<file path="config.mk">
export PLATFORM = sky130hd
export DESIGN_NAME = step_ctrl
export DESIGN_NICKNAME = d
export VERILOG_FILES = /design/src/rtl/step_pkg.sv /design/src/rtl/step_key_sync.sv /design/src/rtl/step_repeat_timer.sv /design/src/rtl/step_cycle_gate.sv /design/src/rtl/step_ctrl.sv
export SDC_FILE = /design/constraint.sdc
export NUM_CORES = 1
export LEC_CHECK = 0
export ABC_AREA = 1
export BUFFER_PORTS_ARGS = -buffer_cell sky130_fd_sc_hd__buf_2
export CAP_MARGIN = 20
export CORE_MARGIN = 2
export CORE_UTILIZATION = 46
export DETAILED_ROUTE_END_ITERATION = 10
export PLACE_DENSITY = 0.8
export SLEW_MARGIN = 30
export SYNTH_ARGS = -nofsm -noshare
export SYNTH_HDL_FRONTEND = slang
export SYNTH_SLANG_ARGS = --single-unit
</file>
<file path="constraint.sdc">
create_clock -name clk -period 1.19 [get_ports clk]
set_input_delay 0 -clock clk [delete_from_list [all_inputs] [get_ports clk]]
set_output_delay 0 -clock clk [all_outputs]
set_load 0.02 [all_outputs]
</file>
<file path="src/rtl/step_pkg.sv">
package step_pkg;
  localparam int NUM_KEYS = 3;
  typedef enum int unsigned {
    KEY_START  = 0,
    KEY_MSTEP  = 1,
    KEY_MCYCLE = 2
  } key_idx_e;
endpackage

</file>
<file path="src/rtl/step_key_sync.sv">
module step_key_sync #(
  parameter int N      = 3,
  parameter int STAGES = 2
) (
  input  logic         clk,
  input  logic         rst,
  input  logic [N-1:0] key_raw,
  output logic [N-1:0] key_lvl,
  output logic [N-1:0] key_rise
);
  for (genvar k = 0; k < N; k++) begin : g_key
    logic [STAGES:0] sh;
    always_ff @(posedge clk) begin
      if (rst) sh <= '0;
      else     sh <= {sh[STAGES-1:0], key_raw[k]};
    end
    assign key_lvl[k]  = sh[STAGES-1];
    assign key_rise[k] = sh[STAGES-1] & ~sh[STAGES];

    // an edge cannot repeat on consecutive clocks
    assert_rise_single_R8: assert property (@(posedge clk) disable iff (rst)
      key_rise[k] |=> !key_rise[k]);
  end
endmodule

</file>
<file path="src/rtl/step_repeat_timer.sv">
module step_repeat_timer #(
  parameter int HI_TICKS = 24,
  parameter int LO_TICKS = 104
) (
  input  logic clk,
  input  logic rst,
  input  logic enable,
  input  logic high_speed,
  output logic fire
);
  localparam int MAXT = (HI_TICKS > LO_TICKS) ? HI_TICKS : LO_TICKS;
  localparam int CW   = $clog2(MAXT + 1);

  logic [CW-1:0] cnt;
  logic [CW-1:0] lim_m1;

  assign lim_m1 = high_speed ? CW'(HI_TICKS - 1) : CW'(LO_TICKS - 1);
  assign fire   = enable && (cnt == '0);

  always_ff @(posedge clk) begin
    if (rst || !enable)     cnt <= '0;
    else if (cnt >= lim_m1) cnt <= '0;
    else                    cnt <= cnt + 1'b1;
  end

  assert_cnt_range_R7: assert property (@(posedge clk) disable iff (rst)
    cnt < CW'(MAXT));
  assert_fire_spacing_R7: assert property (@(posedge clk) disable iff (rst)
    fire |=> !fire);
endmodule

</file>
<file path="src/rtl/step_cycle_gate.sv">
module step_cycle_gate (
  input  logic clk,
  input  logic rst,
  input  logic step_req,
  input  logic run_next,
  input  logic run_q,
  output logic gate_q
);
  always_ff @(posedge clk) begin
    if (rst) gate_q <= 1'b0;
    else     gate_q <= run_next | step_req;
  end

  assert_step_gate_R8: assert property (@(posedge clk) disable iff (rst)
    step_req |=> gate_q);
  assert_step_once_R8: assert property (@(posedge clk) disable iff (rst)
    (gate_q && !run_q) |=> !(gate_q && !run_q));
  assert_run_gate_R8: assert property (@(posedge clk) disable iff (rst)
    run_q |-> gate_q);
endmodule

</file>
<file path="src/rtl/step_ctrl.sv">
module step_ctrl #(
  parameter int HI_TICKS    = 24,
  parameter int LO_TICKS    = 104,
  parameter int SYNC_STAGES = 2
) (
  input  logic clk,
  input  logic rst,
  input  logic auto_sw,
  input  logic io_ilk_auto,
  input  logic cont_enter,
  input  logic high_speed,
  input  logic start_key,
  input  logic mstep_key,
  input  logic mcycle_key,
  input  logic instr_done,
  input  logic io_selected,
  input  logic chan_disconnect,
  input  logic halt_event,
  output logic run_en,
  output logic src_panel,
  output logic cycle_gate
);
  import step_pkg::*;

  logic [NUM_KEYS-1:0] raw, lvl, rise;
  logic run_q, run_next, halted_q, fire, step_req;
  logic manual, stop_at_done, disc_stop, rep_en;

  assign raw[KEY_START]  = start_key;
  assign raw[KEY_MSTEP]  = mstep_key;
  assign raw[KEY_MCYCLE] = mcycle_key;

  step_key_sync #(.N(NUM_KEYS), .STAGES(SYNC_STAGES)) i_sync (
    .clk(clk), .rst(rst), .key_raw(raw), .key_lvl(lvl), .key_rise(rise));

  assign manual = ~auto_sw;
  assign rep_en = manual & cont_enter & lvl[KEY_MSTEP] & ~halted_q;

  step_repeat_timer #(.HI_TICKS(HI_TICKS), .LO_TICKS(LO_TICKS)) i_timer (
    .clk(clk), .rst(rst), .enable(rep_en), .high_speed(high_speed), .fire(fire));

  assign stop_at_done = manual & (~io_ilk_auto | ~io_selected);
  assign disc_stop    = manual & io_ilk_auto & chan_disconnect;

  always_comb begin
    if (halt_event)                                run_next = 1'b0;
    else if (rise[KEY_START] | fire)               run_next = 1'b1;
    else if ((instr_done & stop_at_done) | disc_stop) run_next = 1'b0;
    else                                           run_next = run_q;
  end

  assign step_req = rise[KEY_MCYCLE] & manual & ~run_q & ~halted_q & ~halt_event;

  always_ff @(posedge clk) begin
    if (rst) begin
      run_q     <= 1'b0;
      halted_q  <= 1'b0;
      src_panel <= 1'b0;
    end else begin
      run_q     <= run_next;
      src_panel <= cont_enter;
      if (halt_event)           halted_q <= 1'b1;
      else if (rise[KEY_START]) halted_q <= 1'b0;
    end
  end

  step_cycle_gate i_gate (
    .clk(clk), .rst(rst), .step_req(step_req), .run_next(run_next),
    .run_q(run_q), .gate_q(cycle_gate));

  assign run_en = run_q;

  assert_halt_clears_R9: assert property (@(posedge clk) disable iff (rst)
    halt_event |=> !run_en);
  assert_manual_stop_R4: assert property (@(posedge clk) disable iff (rst)
    (manual && !io_ilk_auto && instr_done && !halt_event && !rise[KEY_START] && !fire)
    |=> !run_en);
  assert_auto_hold_R3: assert property (@(posedge clk) disable iff (rst)
    (auto_sw && run_en && !halt_event) |=> run_en);
  assert_src_follow_R6: assert property (@(posedge clk) disable iff (rst)
    1'b1 |=> (src_panel == $past(cont_enter)));
endmodule

</file>
* Word-level counts from Yosys, hierarchy flattened *
Cells that the tools add are included.

word-level totals
  register bits = 19
  input port bits = 13
  output and inout bits = 3
  logic and storage cells = 47

cells by class
  add/sub/neg operators = 1
  magnitude comparators = 1
  mux-type cells = 6
  bitwise logic cells = 25
  reductions and logical operators = 6

operator list
  cell                 count
  $and 1x1->1          13
  $not 1->1            8
  $add 7x1->7 const B  1
  $ge 7x7->1           1
  $logic_not 7->1      1
  $mux 7               1
  $mux 1               5
  $or 1x1->1           4
  $reduce_bool 2->1    1
  $reduce_or 2->1      1
  $logic_and 1x1->1    1
  $logic_not 1->1      1
  $logic_or 1x1->1     1

* Longest topological paths before layout *
  depth in word-level cells = 9
  mapped depth = 8
  mapped depth without buffers = 8

* Cells and area by module *
From an unflattened synthesis, not the netlist that was laid out.

unflattened totals
  cells, all modules = 120
  area, all modules = 892.1 um^2

by module, submodules not included
  module             instances  cells an instance  area each (um^2)  sequential area each (um^2)
  step_repeat_timer  1          61                 424.2             140.1
  step_key_sync      1          34                 292.8             180.2
  step_ctrl          1          22                 147.6             60.1
  step_cycle_gate    1          3                  27.5              20.0

* Worst setup path before layout *
OpenSTA, ideal clock, no wires.

  path type = register to register
  start point = register i_timer.cnt[5]
  end point = register i_timer.cnt[0]
  setup time = 0.066 ns
  arrival = 1.073 ns
  required time = 1.124 ns
  setup slack = 0.051 ns
  cell stages (with the launch flop) = 6
  buffers on the path = 0
  clock period less this slack = 1.139 ns
  cell sequence = dfxtp_1 > ha_1 > and3_1 > nand2_1 > nand3_2 > nor2_1

between the ends
  longest elaborated chain between the ends = 2

RTL lines
  what                       RTL line                 RTL
  start: declaration         step_repeat_timer.sv:14  logic [CW-1:0] cnt;
  start signal: assignment   step_repeat_timer.sv:23  else cnt <= cnt + 1'b1;
  $ge 7x7->1                 step_repeat_timer.sv:22  else if (cnt >= lim_m1) cnt <= '0;
  $reduce_or 2->1 (no line)  --

No other way between the ends.
A chain may end at the register's enable or synchronous reset.

* Worst setup path after layout *
  start point = register i_timer.cnt[6]
  end point = register i_timer.cnt[6]

between the ends
  longest elaborated chain between the ends = 2
  elaborated cells on any way between the ends = 3
  those cells by class = 1 x add/sub; 1 x order compare; 1 x reduce/logical

RTL lines
  what                       RTL line
  $ge 7x7->1                 step_repeat_timer.sv:22
  $reduce_or 2->1 (no line)  --

Parallel ways exist; a longest one is shown, timed or not.

==> key figures <==
Critical path
  – CP max stage delay: 350 ps
  – Worst Setup SP: i_timer.cnt[6]$_SDFF_PP0_
  – WP data required: 1420 ps
  – Worst Reg-to-Reg Cells: 6
  – CP Depth: 6
  – Crit path DAT: 1440 ps
  – Crit. End Element: flop
  – Worst Path Class, Setup: reg -> reg
  – Reg2Reg Capture Point: i_timer.cnt[6]$_SDFF_PP0_
  – Crit Path Max Fanout: 7
  – Slowest stage cell, crit path: dfxtp_2
  – Reg2reg setup slack: -20 ps
  – Worst path cell trace: ha_4, nor2_2, nand2_2, a31oi_4, nand3_4, nor2_1
  – Startpoint Class: flop
  – Buf/Inv on CP: 0
  – CP top delay family: simple AND/OR/NAND/NOR gates
  – Critical R2R Launch: i_timer.cnt[6]$_SDFF_PP0_
  – CP Capture Point: i_timer.cnt[6]$_SDFF_PP0_

Synthesis
  – Post-synth ARST share: 0%
  – Post-synth EDFFs: 0
  – Largest cells by area after synthesis: dfxtp_1, nor2_1, inv_1, ha_1, nand2_1
  – Syn_nets: 122
  – Unique masters post-synth: 19
  – Post-Synth Adder-Cell Area: 7.716%
  – Synth Area in Compound Gates: 1.389%
  – Main combinational cell family by area after synthesis: simple AND/OR/NAND/NOR gates
  – Cell taking the most area after synthesis: dfxtp_1
  – Sequential share of the synthesized area: 46.91%
  – Post-synthesis sequential element count: 19
  – Yosys warns: 0
  – Synth Instances: 104
  – Dominant cell by count in the synthesized netlist: nor2_1
  – Post-Synth XOR/XNOR Area: 4.321%
  – Syn Std Cell Area: 810.8 µm²
  – Share of Yosys cell area claimed by the top area cell type: 46.91%
  – Post-synth top cells: nor2_1, inv_1, dfxtp_1
  – Simple-gate share of the synthesized area: roughly 30%
  – Post-synthesis mux area share: 0%
  – Top FF cell, synth: dfxtp_1
  – Mean Syn Cell Area: 7.796 µm²

Timing
  – Setup ws final: -16.67 ps
  – RSZ-0062 raised after global routing: yes
  – Final Hold Viols: 0
  – Relative slew margins: 82.33%
  – Final setup viols: 2
  – Worst Clk Skew: 1.152 ps
  – Period utilization: 101.4%
  – Final Slew Violations: 0
  – Max Clk Rate: 828.7 MHz
  – Measured slew at the worst slew-check pin: 263.1 ps
  – WHS: 14.43 ps
  – Fin crit period: roughly 1200 ps

Status
  – Failing checks: setup timing
  – Status: complete, but fails checks

Min path
  – Worst Hold Class: in -> reg
  – Hold path depth: 2

Global route
  – GRT Total Usage: between 15 and 20%
  – Largest net degree at the start of global routing: 13
  – Most used routing layer: met2
  – Grt met2 use: 32.78%
  – Vias in the first global route: 660
  – First-pass GRT wire length: about 2.4 mm
  – Met3 Use GR: roughly 1.2%
  – Initial antenna violation count: 0
  – Gr ovfl total: 0
  – Met1 Track Usage GR: between 10% and 20%

Drt
  – DR pass1 iterations: 4
  – Post-Route WL: 1.571 mm
  – WL/cell: 10.40 µm
  – Via/cell ratio: between 4 and 5
  – Vias: slightly above 700
  – Residual DRC: 0
  – DRT iter0 DRCs: 17
  – Routed Antenna Nets: 0

Clock tree
  – Worst skew pair latency: 290 ps
  – Worst-case clock buffer depth: 2
  – CTS tree: yes
  – TritonCTS buffer count: 3
  – Clock sink total: 19
  – Root Buffer: clkbuf_4
  – CTS H-tree lvls: 1
  – Clock transition at the registers of the reported paths: 100 ps

Die
  – Die area: between 2000 and 2500 µm²
  – Starting Density: 48.00%
  – Row count: 15
  – Die outline width: around 46 µm
  – # IOs: 16
  – Die H: 45.98 µm
  – Core region area: 1689 µm²

Pwr
  – PwrDens: 953.5 nW/µm²
  – Power Total: 1081 µW
  – Lkg Pwr: about 0.00052 µW
  – Peak supply drop: 0.5253 mV

Placement
  – HPWL after DPL: roughly 1.1 mm
  – IO Port Bufs: 15
  – Pre-CTS setup slack: -90.72 ps
  – GP Congestion: 0.7946
  – Post-place instance area: 925.9 µm²

Layout
  – Layout fillers: roughly 120
  – Layout area overhead: 39.82%
  – N_diodes: 0
  – Final instance area: approximately 1100 µm²
  – Layout cells sized above 1: 38.81%
  – Layout Utilization: 67.11%
  – Nets: approximately 150

Flow run
  – Max_cap viols: 0
-- power breakdown --
| group | switching (µW) | leakage (µW) | internal (µW) |
|---|---|---|---|
| clock | 190 | 0.0000177 | 125 |
| sequential | 6.17 | 0.000158 | 651 |
| combinational | 53.9 | 0.000343 | 55.2 |
-- registers in the layout, summed over array words and instances (netlist names) --
name,flops
i_sync.g_key.sh,8
i_timer.cnt,7
halted_q,1
i_gate.gate_q,1
run_en,1
src_panel,1
-- layout make-up --
| cell class | count | area [µm²] | area share (%) |
|---|---|---|---|
| multi-input combinational | 64 | 441.7 | 38.96 |
| clock buffer | 3 | 22.52 | 1.987 |
| sequential | 19 | 387.9 | 34.22 |
| clock inverter | 1 | 5.005 | 0.4415 |
| tap | 17 | 21.27 | 1.876 |
| timing repair buffer | 27 | 180.2 | 15.89 |
| inverter | 20 | 75.07 | 6.623 |
-- cell usage in the layout (no fill, tap or decap) --
cell	netlist	final
ha_2	0	1
dfxtp_2	0	3
xnor2_1	3	3
nand2_2	1	5
or2_2	1	1
buf_4	0	6
buf_2	0	15
dlygate4sd3_1	0	6
nand4_1	1	1
dfxtp_1	19	15
dfxtp_4	0	1
nor2_4	1	2
ha_4	0	2
inv_2	0	1
inv_1	20	19
nor2_1	23	17
nand3_4	0	1
ha_1	5	2
a21oi_1	1	1
nand3_1	8	6
clkinv_2	0	1
nor3_1	1	1
clkbuf_4	0	3
nor2_2	1	6
nand2_1	13	9
and3_1	1	1
xor2_1	1	1
nand3_2	2	3
a31oi_4	0	1
-- routing by layer --
layer,vias up,wire length [µm]
li1,376,-
met1,318,628
met2,12,893
met3,2,31
met4,0,17
met5,-,0
-- through the flow --
| stage | setup TNS (ps) | instances |
|---|---|---|
| CTS | -14.90 | 149 |
| detailed placement | -491.3 | 138 |
| global placement | 0 | 138 |
| floorplan | 0 | 104 |
| global route | -248.8 | 151 |
| finish | -24.49 | 151 |
-- worst min path at each step --
| stage | slack (ps) | from | to |
|---|---|---|---|
| 2_1_floorplan | 80 | rst | i_sync.g_key[2].sh[2]$_SDFF_PP0_ |
| 3_3_place_gp | 200 | start_key | i_sync.g_key[0].sh[0]$_SDFF_PP0_ |
| 3_5_place_dp | 210 | mstep_key | i_sync.g_key[1].sh[0]$_SDFF_PP0_ |
| 4_1_cts | 3 | rst | src_panel$_SDFF_PP0_ |
| 5_1_grt | 20 | rst | i_sync.g_key[1].sh[0]$_SDFF_PP0_ |
| 6_report | 10 | rst | src_panel$_SDFF_PP0_ |
-- cells by family (layout without fill, tap and decap cells) --
logic type,count (synthesis),after routing
and+or+nand+nor,53,53
buffers and inverters,21,51
AOI/OAI and AO/OA,2,2
DFF,19,19
adders and majority gates,5,5
xor gates and xnor gates,4,4
-- timing repair --
item                                    4_1_cts  5_1_grt
pin swaps                                     3        7
hold buffers                                  6        0
endpoints found under the hold margin         7        0
endpoints found under the setup margin        7        9
buffers inserted                              1        2
resized for setup                             9       16
Power figures use the tool's default switching activity.
